## src/rtl/chain_pkg.sv

```systemverilog
package chain_pkg;

    localparam int BLK_W = 128;
    localparam int CW_SEL_W = 3;

    typedef logic [BLK_W-1:0] blk_t;

    typedef enum logic { MODE_CTR = 1'b0, MODE_CFB = 1'b1 } mode_e;
    typedef enum logic { DIR_ENC = 1'b0, DIR_DEC = 1'b1 } dir_e;

    typedef enum logic [1:0] {
        ST_IDLE = 2'd0,
        ST_REQ  = 2'd1,
        ST_WAIT = 2'd2,
        ST_OUT  = 2'd3
    } st_e;

    typedef struct packed {
        mode_e               mode;
        dir_e                dir;
        logic [CW_SEL_W-1:0] cw;
    } cfg_t;

    // number of counter bits for a width code; unknown codes use the full block
    function automatic int cw_bits(input logic [CW_SEL_W-1:0] sel);
        case (sel)
            3'd0:    return 16;
            3'd1:    return 32;
            3'd2:    return 64;
            3'd3:    return 96;
            default: return BLK_W;
        endcase
    endfunction

    function automatic blk_t cw_mask(input logic [CW_SEL_W-1:0] sel);
        blk_t m;
        int   nb;
        nb = cw_bits(sel);
        for (int i = 0; i < BLK_W; i++) begin
            m[i] = (i < nb);
        end
        return m;
    endfunction

    // advance the low slice by one, modulo its width, leaving the upper part alone
    function automatic blk_t ctr_step(input blk_t iv, input logic [CW_SEL_W-1:0] sel);
        blk_t m;
        m = cw_mask(sel);
        return (iv & ~m) | ((iv + blk_t'(1)) & m);
    endfunction

endpackage

```

## src/rtl/chain_seq.sv

```systemverilog
module chain_seq
    import chain_pkg::*;
(
    input  logic clk,
    input  logic rst,
    input  logic abort_i,
    input  logic in_valid_i,
    input  logic req_ready_i,
    input  logic rsp_valid_i,
    input  logic out_ready_i,
    output logic in_ready_o,
    output logic accept_o,
    output logic req_valid_o,
    output logic capture_o,
    output logic out_valid_o,
    output logic retire_o
);

    st_e st_q, st_d;

    assign in_ready_o  = (st_q == ST_IDLE) && !abort_i;
    assign accept_o    = in_ready_o && in_valid_i;
    assign req_valid_o = (st_q == ST_REQ);
    assign capture_o   = (st_q == ST_WAIT) && rsp_valid_i && !abort_i;
    assign out_valid_o = (st_q == ST_OUT);
    assign retire_o    = (st_q == ST_OUT) && out_ready_i && !abort_i;

    always_comb begin
        st_d = st_q;
        if (abort_i) begin
            st_d = ST_IDLE;
        end else begin
            case (st_q)
                ST_IDLE: if (in_valid_i)  st_d = ST_REQ;
                ST_REQ:  if (req_ready_i) st_d = ST_WAIT;
                ST_WAIT: if (rsp_valid_i) st_d = ST_OUT;
                ST_OUT:  if (out_ready_i) st_d = ST_IDLE;
                default: st_d = ST_IDLE;
            endcase
        end
    end

    always_ff @(posedge clk) begin
        if (rst) st_q <= ST_IDLE;
        else     st_q <= st_d;
    end

    // request held until the engine takes it
    p_req_hold_r3: assert property (@(posedge clk) disable iff (rst || abort_i)
        (req_valid_o && !req_ready_i) |=> req_valid_o);

    // no new input while a result waits
    p_single_block_r10: assert property (@(posedge clk) disable iff (rst)
        out_valid_o |-> !in_ready_o);

    // acceptance always leads to the engine request next cycle
    p_accept_to_req_r10: assert property (@(posedge clk) disable iff (rst)
        (accept_o && !abort_i) |=> (req_valid_o || abort_i));

endmodule

```

## src/rtl/chain_hold.sv

```systemverilog
module chain_hold
    import chain_pkg::*;
(
    input  logic clk,
    input  logic rst,
    input  logic accept_i,
    input  cfg_t cfg_i,
    input  blk_t din_i,
    input  logic capture_i,
    input  blk_t rsp_i,
    output cfg_t cfg_o,
    output blk_t din_o,
    output blk_t dout_o
);

    cfg_t cfg_q;
    blk_t din_q;
    blk_t dout_q;

    always_ff @(posedge clk) begin
        if (rst) begin
            cfg_q  <= '0;
            din_q  <= '0;
            dout_q <= '0;
        end else begin
            if (accept_i) begin
                cfg_q <= cfg_i;
                din_q <= din_i;
            end
            if (capture_i) begin
                dout_q <= din_q ^ rsp_i;
            end
        end
    end

    assign cfg_o  = cfg_q;
    assign din_o  = din_q;
    assign dout_o = dout_q;

    // captured settings stay put between acceptances
    p_cfg_frozen_r11: assert property (@(posedge clk) disable iff (rst)
        !accept_i |=> $stable(cfg_q));

endmodule

```

## src/rtl/chain_ivreg.sv

```systemverilog
module chain_ivreg
    import chain_pkg::*;
(
    input  logic clk,
    input  logic rst,
    input  logic load_i,
    input  blk_t load_val_i,
    input  logic retire_i,
    input  cfg_t cfg_i,
    input  blk_t din_i,
    input  blk_t dout_i,
    output blk_t iv_o
);

    blk_t iv_q;
    blk_t iv_next;
    blk_t slice_m;

    assign slice_m = cw_mask(cfg_i.cw);

    always_comb begin
        if (cfg_i.mode == MODE_CTR) begin
            iv_next = ctr_step(iv_q, cfg_i.cw);
        end else if (cfg_i.dir == DIR_ENC) begin
            iv_next = dout_i;
        end else begin
            iv_next = din_i;
        end
    end

    always_ff @(posedge clk) begin
        if (rst) begin
            iv_q <= '0;
        end else if (load_i) begin
            iv_q <= load_val_i;
        end else if (retire_i) begin
            iv_q <= iv_next;
        end
    end

    assign iv_o = iv_q;

    // bits above the counter slice survive a counter step
    p_fixed_part_r6: assert property (@(posedge clk) disable iff (rst)
        (retire_i && !load_i && cfg_i.mode == MODE_CTR)
        |=> ((iv_q & ~$past(slice_m)) == ($past(iv_q) & ~$past(slice_m))));

    // the register moves only on a load or a retired block
    p_iv_quiet_r2: assert property (@(posedge clk) disable iff (rst)
        (!retire_i && !load_i) |=> $stable(iv_q));

    // feedback decryption chains the received ciphertext
    p_cfb_dec_r9: assert property (@(posedge clk) disable iff (rst)
        (retire_i && !load_i && cfg_i.mode == MODE_CFB && cfg_i.dir == DIR_DEC)
        |=> (iv_q == $past(din_i)));

endmodule

```

## src/rtl/chain_ctrl.sv

```systemverilog
module chain_ctrl
    import chain_pkg::*;
(
    input  logic              clk,
    input  logic              rst,
    input  logic              mode_i,
    input  logic              dir_i,
    input  logic [2:0]        cw_sel_i,
    input  logic              iv_load_i,
    input  logic [127:0]      iv_data_i,
    input  logic              in_valid_i,
    output logic              in_ready_o,
    input  logic [127:0]      in_data_i,
    output logic              core_req_valid_o,
    input  logic              core_req_ready_i,
    output logic [127:0]      core_req_data_o,
    input  logic              core_rsp_valid_i,
    input  logic [127:0]      core_rsp_data_i,
    output logic              out_valid_o,
    input  logic              out_ready_i,
    output logic [127:0]      out_data_o
);

    logic accept;
    logic capture;
    logic retire;
    cfg_t cfg_live;
    cfg_t cfg_blk;
    blk_t din_blk;
    blk_t dout_blk;
    blk_t iv_cur;

    assign cfg_live = '{mode: mode_e'(mode_i), dir: dir_e'(dir_i), cw: cw_sel_i};

    chain_seq u_seq (
        .clk         (clk),
        .rst         (rst),
        .abort_i     (iv_load_i),
        .in_valid_i  (in_valid_i),
        .req_ready_i (core_req_ready_i),
        .rsp_valid_i (core_rsp_valid_i),
        .out_ready_i (out_ready_i),
        .in_ready_o  (in_ready_o),
        .accept_o    (accept),
        .req_valid_o (core_req_valid_o),
        .capture_o   (capture),
        .out_valid_o (out_valid_o),
        .retire_o    (retire)
    );

    chain_hold u_hold (
        .clk       (clk),
        .rst       (rst),
        .accept_i  (accept),
        .cfg_i     (cfg_live),
        .din_i     (in_data_i),
        .capture_i (capture),
        .rsp_i     (core_rsp_data_i),
        .cfg_o     (cfg_blk),
        .din_o     (din_blk),
        .dout_o    (dout_blk)
    );

    chain_ivreg u_iv (
        .clk        (clk),
        .rst        (rst),
        .load_i     (iv_load_i),
        .load_val_i (iv_data_i),
        .retire_i   (retire),
        .cfg_i      (cfg_blk),
        .din_i      (din_blk),
        .dout_i     (dout_blk),
        .iv_o       (iv_cur)
    );

    assign core_req_data_o = iv_cur;
    assign out_data_o      = dout_blk;

    // result held with valid until taken
    p_out_hold_r4: assert property (@(posedge clk) disable iff (rst || iv_load_i)
        (out_valid_o && !out_ready_i) |=> (out_valid_o && $stable(out_data_o)));

    // feedback encryption chains the produced ciphertext
    p_cfb_enc_r8: assert property (@(posedge clk) disable iff (rst)
        (retire && !iv_load_i && cfg_blk.mode == MODE_CFB && cfg_blk.dir == DIR_ENC)
        |=> (core_req_data_o == $past(out_data_o)));

    // request carries a value that does not move while it waits
    p_req_data_r3: assert property (@(posedge clk) disable iff (rst || iv_load_i)
        (core_req_valid_o && !core_req_ready_i) |=> $stable(core_req_data_o));

endmodule

```

## config.mk

```make
export PLATFORM = sky130hd
export DESIGN_NAME = chain_ctrl
export DESIGN_NICKNAME = d
export VERILOG_FILES = /design/src/rtl/chain_pkg.sv /design/src/rtl/chain_seq.sv /design/src/rtl/chain_hold.sv /design/src/rtl/chain_ivreg.sv /design/src/rtl/chain_ctrl.sv
export SDC_FILE = /design/constraint.sdc
export NUM_CORES = 1
export LEC_CHECK = 0
export BUFFER_PORTS_ARGS = -buffer_cell sky130_fd_sc_hd__buf_4
export CAP_MARGIN = 20
export CORE_AREA = 4 4 250 252
export DETAILED_ROUTE_END_ITERATION = 12
export DIE_AREA = 0 0 254 256
export GPL_TIMING_DRIVEN = 0
export SETUP_SLACK_MARGIN = 0.4
export SLEW_MARGIN = 20
export SYNTH_ARGS = -nofsm -noshare
export SYNTH_HDL_FRONTEND = slang
export SYNTH_SLANG_ARGS = --single-unit
```

## constraint.sdc

```tcl
create_clock -name clk -period 6.6 [get_ports clk]
set_input_delay 0.33 -clock clk [delete_from_list [all_inputs] [get_ports clk]]
set_output_delay 0.33 -clock clk [all_outputs]
set_load 0.03 [all_outputs]
```

==> flow_summary.toml, run 1 <==
[run_status]
status = "complete, no violations"

[clock_network]
htreeDepth = 2
cts_buffers = 47
post_cts_buffers = 0
cts.sinks = 391
clockBufferDepth = 3
clk_pin_slew_ns = 0.06
cts_tree = "built"
clk_latency_ns = 0.61
root_buffer = "clkbuf_16"

[detailed_routing]
routed_wl_um = 141000
vias = 28600
vias_per_cell = 6.12
dr.pass1.iters = 8
drt_iter0_markers = 4103
antenna_left = 0
wl_per_cell_um = 30.1
drc = 0

[place]
placedCellCount = 4412
place.gp.congestion = 1.04
dpl_cell_area_sq_mm = 0.0284
io_buffers = 653
dpl.hpwl_um = 111000

[finish]
drive_gt1_share_pct = 21.1
design_area_sq_mm = 0.0317
seqCellArea_sq_mm = 0.00783
nNetsFinal = 4241
fillerInstances = 6017
syn2layout_area_growth_pct = 40.9
stdcell_count = 4675
multi_input_area_sq_mm = 0.0136

[sta]
maxSlewHeadroom_pct = 21.4
fmax_mhz = 226
maxSlewViolCount = 0
finalClockSkew_ns = 0.0271
period_share_pct = 67.0
hold_viol_final = 0
timing.final.crit_period_ns = 4.42
fin_hold_ws_ns = 0.0159
setup_viol = 0
rsz0062_at_grt = "false"
worst_pin_slew_ns = 1.18
finalSetupTns_ns = 0

[synthesis]
ys_types = 77
syn_inst = 2977
synth-edff-count = 0
netlist.area_leader.share_pct = 34.7
synth_nets = 3379
avgSynthCellArea_sq_um = 7.57
synth-main-ff-cell = "dfxtp_1"
ys_ff_latch = 391
synth_largest_area_cell = "dfxtp_1"
yosysWarnings = 0
syn_area_sq_mm = 0.0225
synth.area.top_cells = "dfxtp_1, a21oi_1, nand2_1"
ys_seq_area_share_pct = 34.7
async_reset_ff_share_pct = 0

[grt]
grt-ovfl-total = 0
grt_pass1_wl_um = 195000
grt_pass1_vias = 26600
antenna_found_initial = 18
grt_util_all_layers_pct = 40.9
grt_max_degree = 14

[setup_path]
end_kind = "flip-flop"
path_cells = "clkbuf_1 -> clkbuf_1 -> buf_2 -> buf_1 -> mux2i_1 -> o21ai_0 -> o21ai_0 -> a21oi_1"
cp-start-kind = "flip-flop"
arrival_ns = 4.89
cp_slowest_cell = "clkbuf_1"
cp_max_fo = 10
crit_type = "reg -> reg"
cp_slowest_stage_delay_ns = 0.91
required_ns = 7.07

[floorplan]
coreArea_sq_mm = 0.0601
die_h_um = 256
rows = 90
die_w_um = 254
dieArea_sq_mm = 0.0650
num_io_pins = 655
start_util_pct = 37.5

[power]
p_per_area_mw_per_mm2 = 208
ir_worst_vdd_uv = 204
p_leak_nw = 11.5
power_mw = 6.61

[flow_run]
maxCapViolCount = 0

[worst_hold_path]
hold_class = "in -> reg"
## power breakdown
group | leakage [nW] | total [mW] | switching (mW) | internal, mW
logic | 7.48 | 1.17 | 0.691 | 0.474
registers | 3.18 | 2.58 | 0.133 | 2.45
clock network | 0.820 | 2.86 | 1.17 | 1.70
total | 11.5 | 6.61 | 1.99 | 4.62
## final cells by class
class | instances | area share, %
multi-input combinational | 2303 | 43.0
timing repair buffer | 813 | 20.5
clock buffer | 71 | 4.50
clock inverter | 16 | 0.788
tap | 782 | 3.08
sequential | 391 | 24.7
antenna | 16 | 0.126
buffer | 235 | 2.84
inverter | 48 | 0.568
## critical path: cells and delay by family, from the launching register on
| family | cells | cell delay (ns) |
|---|---|---|
| buffers and inverters | 4 | 2.49 |
| AO/OA/AOI/OAI | 3 | 0.83 |
| multiplexers | 1 | 0.64 |
| flip-flops | 1 | 0.31 |
## Yosys cell counts (all sizes together), types with 11 or more instances
master / n
and2: 11
inv: 47
or3: 11
xnor2: 133
and4: 20
dfxtp: 391
a31oi: 43
nand3: 85
and3: 26
o211ai: 11
a21oi: 335
nor4: 75
nand4: 85
buf: 51
o21ai: 156
a211oi: 142
o22ai: 11
nor2: 301
or4: 24
nand2b: 25
mux2i: 119
o21a: 11
mux2: 34
clkbuf: 184
nand2: 403
nor3: 68
## cell families after synthesis
kind of cell | after synthesis | share of synthesized area, %
AND/OR/NAND/NOR | 1180 | 25.4
AO/OA/AOI/OAI | 828 | 22.5
flip-flops | 391 | 34.7
buffers and inverters | 283 | 4.78
multiplexers | 153 | 6.99
XOR/XNOR | 136 | 5.29
adder cells (fa/ha/maj) | 6 | 0.333
## placed cells by master (no fill, tap or decap), drive strengths merged, types with 9 or more instances in the layout
cell,n
nor3b,9
clkinv,9
nand2,403
a21o,10
o22ai,11
o31ai,10
clkbuf,257
nand4,85
and4,20
a211oi,142
o311ai,9
o211ai,11
buf,705
nor2,301
a21oi,335
o211a,9
inv,48
mux2,34
o21a,11
diode,16
and3,26
a221oi,10
nor3,68
and2,11
dlygate4sd3,157
mux2i,119
a31oi,43
o21ai,156
dfxtp,391
nor4,75
or4,24
nand2b,25
or3,11
xnor2,133
nand3,85
## per-stage QoR
step / util [%] / setup WS [ns]
5_1_grt: 52.8 / 2.27
3_3_place_gp: 47.2 / 1.96
2_1_floorplan: - / 3.71
4_1_cts: 52.7 / 2.42
3_5_place_dp: 47.3 / 2.45
6_report: 52.8 / 2.18
## worst paths after layout
check / from / cells after the start / slack [ns] / end
hold reg to reg: u_hold.din_o[123] / 2 / 0.48 / u_hold.din_o[123]
setup reg to reg: u_hold.cfg_o[3] / 8 / 2.18 / flip-flop
hold / removal: core_rsp_data_i[14] / 3 / 0.02 / u_hold.dout_o[14]
setup / recovery: u_hold.cfg_o[3] / 8 / 2.18 / flip-flop
## repair_timing
item	in CTS	in global routing
resized for setup	0	0
hold endpoints to repair	157	0
hold buffers	157	0
## layer usage
metal | vias up | wire, um | global-route usage, %
li1 | 12600 | - | -
met1 | 13600 | 56100 | 55.8
met2 | 2125 | 59800 | 60.1
met3 | 335 | 18000 | 11.9
met4 | 6 | 6870 | 17.7
met5 | - | 29 | 0
Power figures use the tool's default switching activity.
==> run 2: changes to the inputs <==
Settings changed: CORE_AREA 4 4 250 252 to 4 4 252 254, DIE_AREA 0 0 254 256 to 0 0 256 258.
Clock period 6.6 ns to 4.36 ns, I/O delays scaled along.
==> flow_summary.toml, run 2 (synthesized netlist as in run 1, its figures left out) <==
[sta]
worst_pin_slew_ns = 1.25
fin_hold_ws_ns = 0.0145
fmax_mhz = 244
hold_viol_final = 0
maxSlewViolCount = 0
timing.final.crit_period_ns = 4.09
setup_viol = 0
maxSlewHeadroom_pct = 16.9
finalClockSkew_ns = 0.0476
rsz0062_at_grt = "true"
period_share_pct = 93.9

[clock_network]
htreeDepth = 2
root_buffer = "clkbuf_16"
clockBufferDepth = 3
clk_pin_slew_ns = 0.06
cts_buffers = 48
clk_latency_ns = 0.63
post_cts_buffers = 0
cts_tree = "built"
cts.sinks = 391

[power]
power.switching_mw = 3.12
clockPowerShare_pct = 42.6
intPower_mw = 7.00
p_leak_nw = 12.1
p_comb_share_pct = 18.8
p_per_area_mw_per_mm2 = 304
p_seq_share_pct = 38.6
ir_worst_vdd_uv = 330
switching_share_pct = 30.8

[detailed_routing]
vias_per_cell = 6.14
routed_wl_um = 145000
wl_per_cell_um = 30.0
drc = 0
drt_iter0_markers = 3899
dr.pass1.iters = 7
antenna_left = 0
vias = 29700

[setup_path]
arrival_ns = 4.53
path_delay_family = "simple AND/OR/NAND/NOR gates"
required_ns = 4.80
crit_type = "reg -> reg"
end_kind = "flip-flop"
cp_max_fo = 10
cp_slowest_stage_delay_ns = 1.00
cp-start-kind = "flip-flop"
path_cells = "nand4_2 -> nor4_1 -> buf_2 -> nand4_1 -> or4b_2 -> mux2i_1 -> a21oi_1"
reg2reg_slack_ns = 0.27
cp_slowest_cell = "or4b_2"
critPathBufInv = 1

[floorplan]
num_io_pins = 655
coreArea_sq_mm = 0.0613
start_util_pct = 36.8
dieArea_sq_mm = 0.0660
rows = 91
die_h_um = 258
die_w_um = 256

[finish]
stdcell_count = 4835
design_area_sq_mm = 0.0333
nNetsFinal = 4401
final_cell_mix = "buf_4, nand2_1, dfxtp_1"
syn2layout_area_growth_pct = 47.9
drive_gt1_share_pct = 20.3
layout_commonest_cell = "buf_4"

[grt]
grt_pass1_wl_um = 202000
grt_pass1_vias = 27800
antenna_found_initial = 16
grt-ovfl-total = 0
grt_util_all_layers_pct = 41.4
grt_max_degree = 15

[place]
place.gp.congestion = 1.04
placedCellCount = 4420
dpl.hpwl_um = 112000
dpl_cell_area_sq_mm = 0.0284
io_buffers = 653

[run_status]
status = "complete, no violations"

[flow_run]
maxCapViolCount = 0

[worst_hold_path]
hold_class = "in -> reg"
[run 2: tightest hold or removal path, delay by kind of cell]
kind | cells | cell delay (ns)
simple gates | 2 | 0.10
compound gates | 2 | 0.15
buf+inv | 1 | 0.09
[run 2: path summary, 6_finish.rpt]
check	start	to	cells past startpoint
hold reg to reg	u_hold.din_o[3]	u_hold.din_o[3]	2
setup / recovery	flip-flop	flip-flop	7
setup reg to reg	flip-flop	flip-flop	7
hold / removal	iv_data_i[117]	flip-flop	5
[run 2: repair_timing]
| item | 4_1_cts | 5_1_grt |
|---|---|---|
| endpoints found under the setup margin | 3 | 13 |
| pin swaps | 0 | 1 |
| hold endpoints to repair | 319 | 0 |
| hold buffers | 319 | 0 |
| gates resized for setup | 2 | 10 |
[run 2: cell type report]
cell class | count | area (sq um)
Timing Repair Buffer | 972 | 8100
Inverter | 48 | 180
Clock inverter | 19 | 279
Antenna cell | 12 | 30.0
Clock buffer | 65 | 1360
Buffer | 235 | 913
Sequential cell | 391 | 7830
Fill cell | 5964 | 27900
Tap cell | 790 | 988
Multi-Input combinational cell | 2303 | 13600
[run 2: through the flow]
step / utilization (%) / setup TNS [ns] / power (mW) / setup slack, ns
2_1_floorplan: - / 0 / 4.68 / 1.47
3_3_place_gp: 46.4 / -0.521 / 5.56 / -0.346
3_5_place_dp: 46.4 / 0 / 5.56 / 0.134
4_1_cts: 54.3 / 0 / 10.0 / 0.451
5_1_grt: 54.4 / 0 / 10.3 / 0.384
6_report: 54.4 / 0 / 10.1 / 0.267
[run 2: routing by layer]
| metal | share of wire [%] | track usage (%) | vias to the layer above |
|---|---|---|---|
| met5 | 0.038 | 0 | - |
| met4 | 5.6 | 18.7 | 8 |
| met3 | 13 | 13.9 | 424 |
| met2 | 42 | 62.1 | 2221 |
| met1 | 39 | 53.9 | 14200 |
| li1 | - | - | 12900 |
[run 2: power groups by stage]
stage,Clock (mW),Combinational [mW],Sequential [mW]
global placement,0,1.59,3.97
floorplan,0,0.648,4.04
detailed placement,0,1.59,3.97
CTS,4.29,1.84,3.89
global route,4.41,1.98,3.92
finish,4.31,1.90,3.91
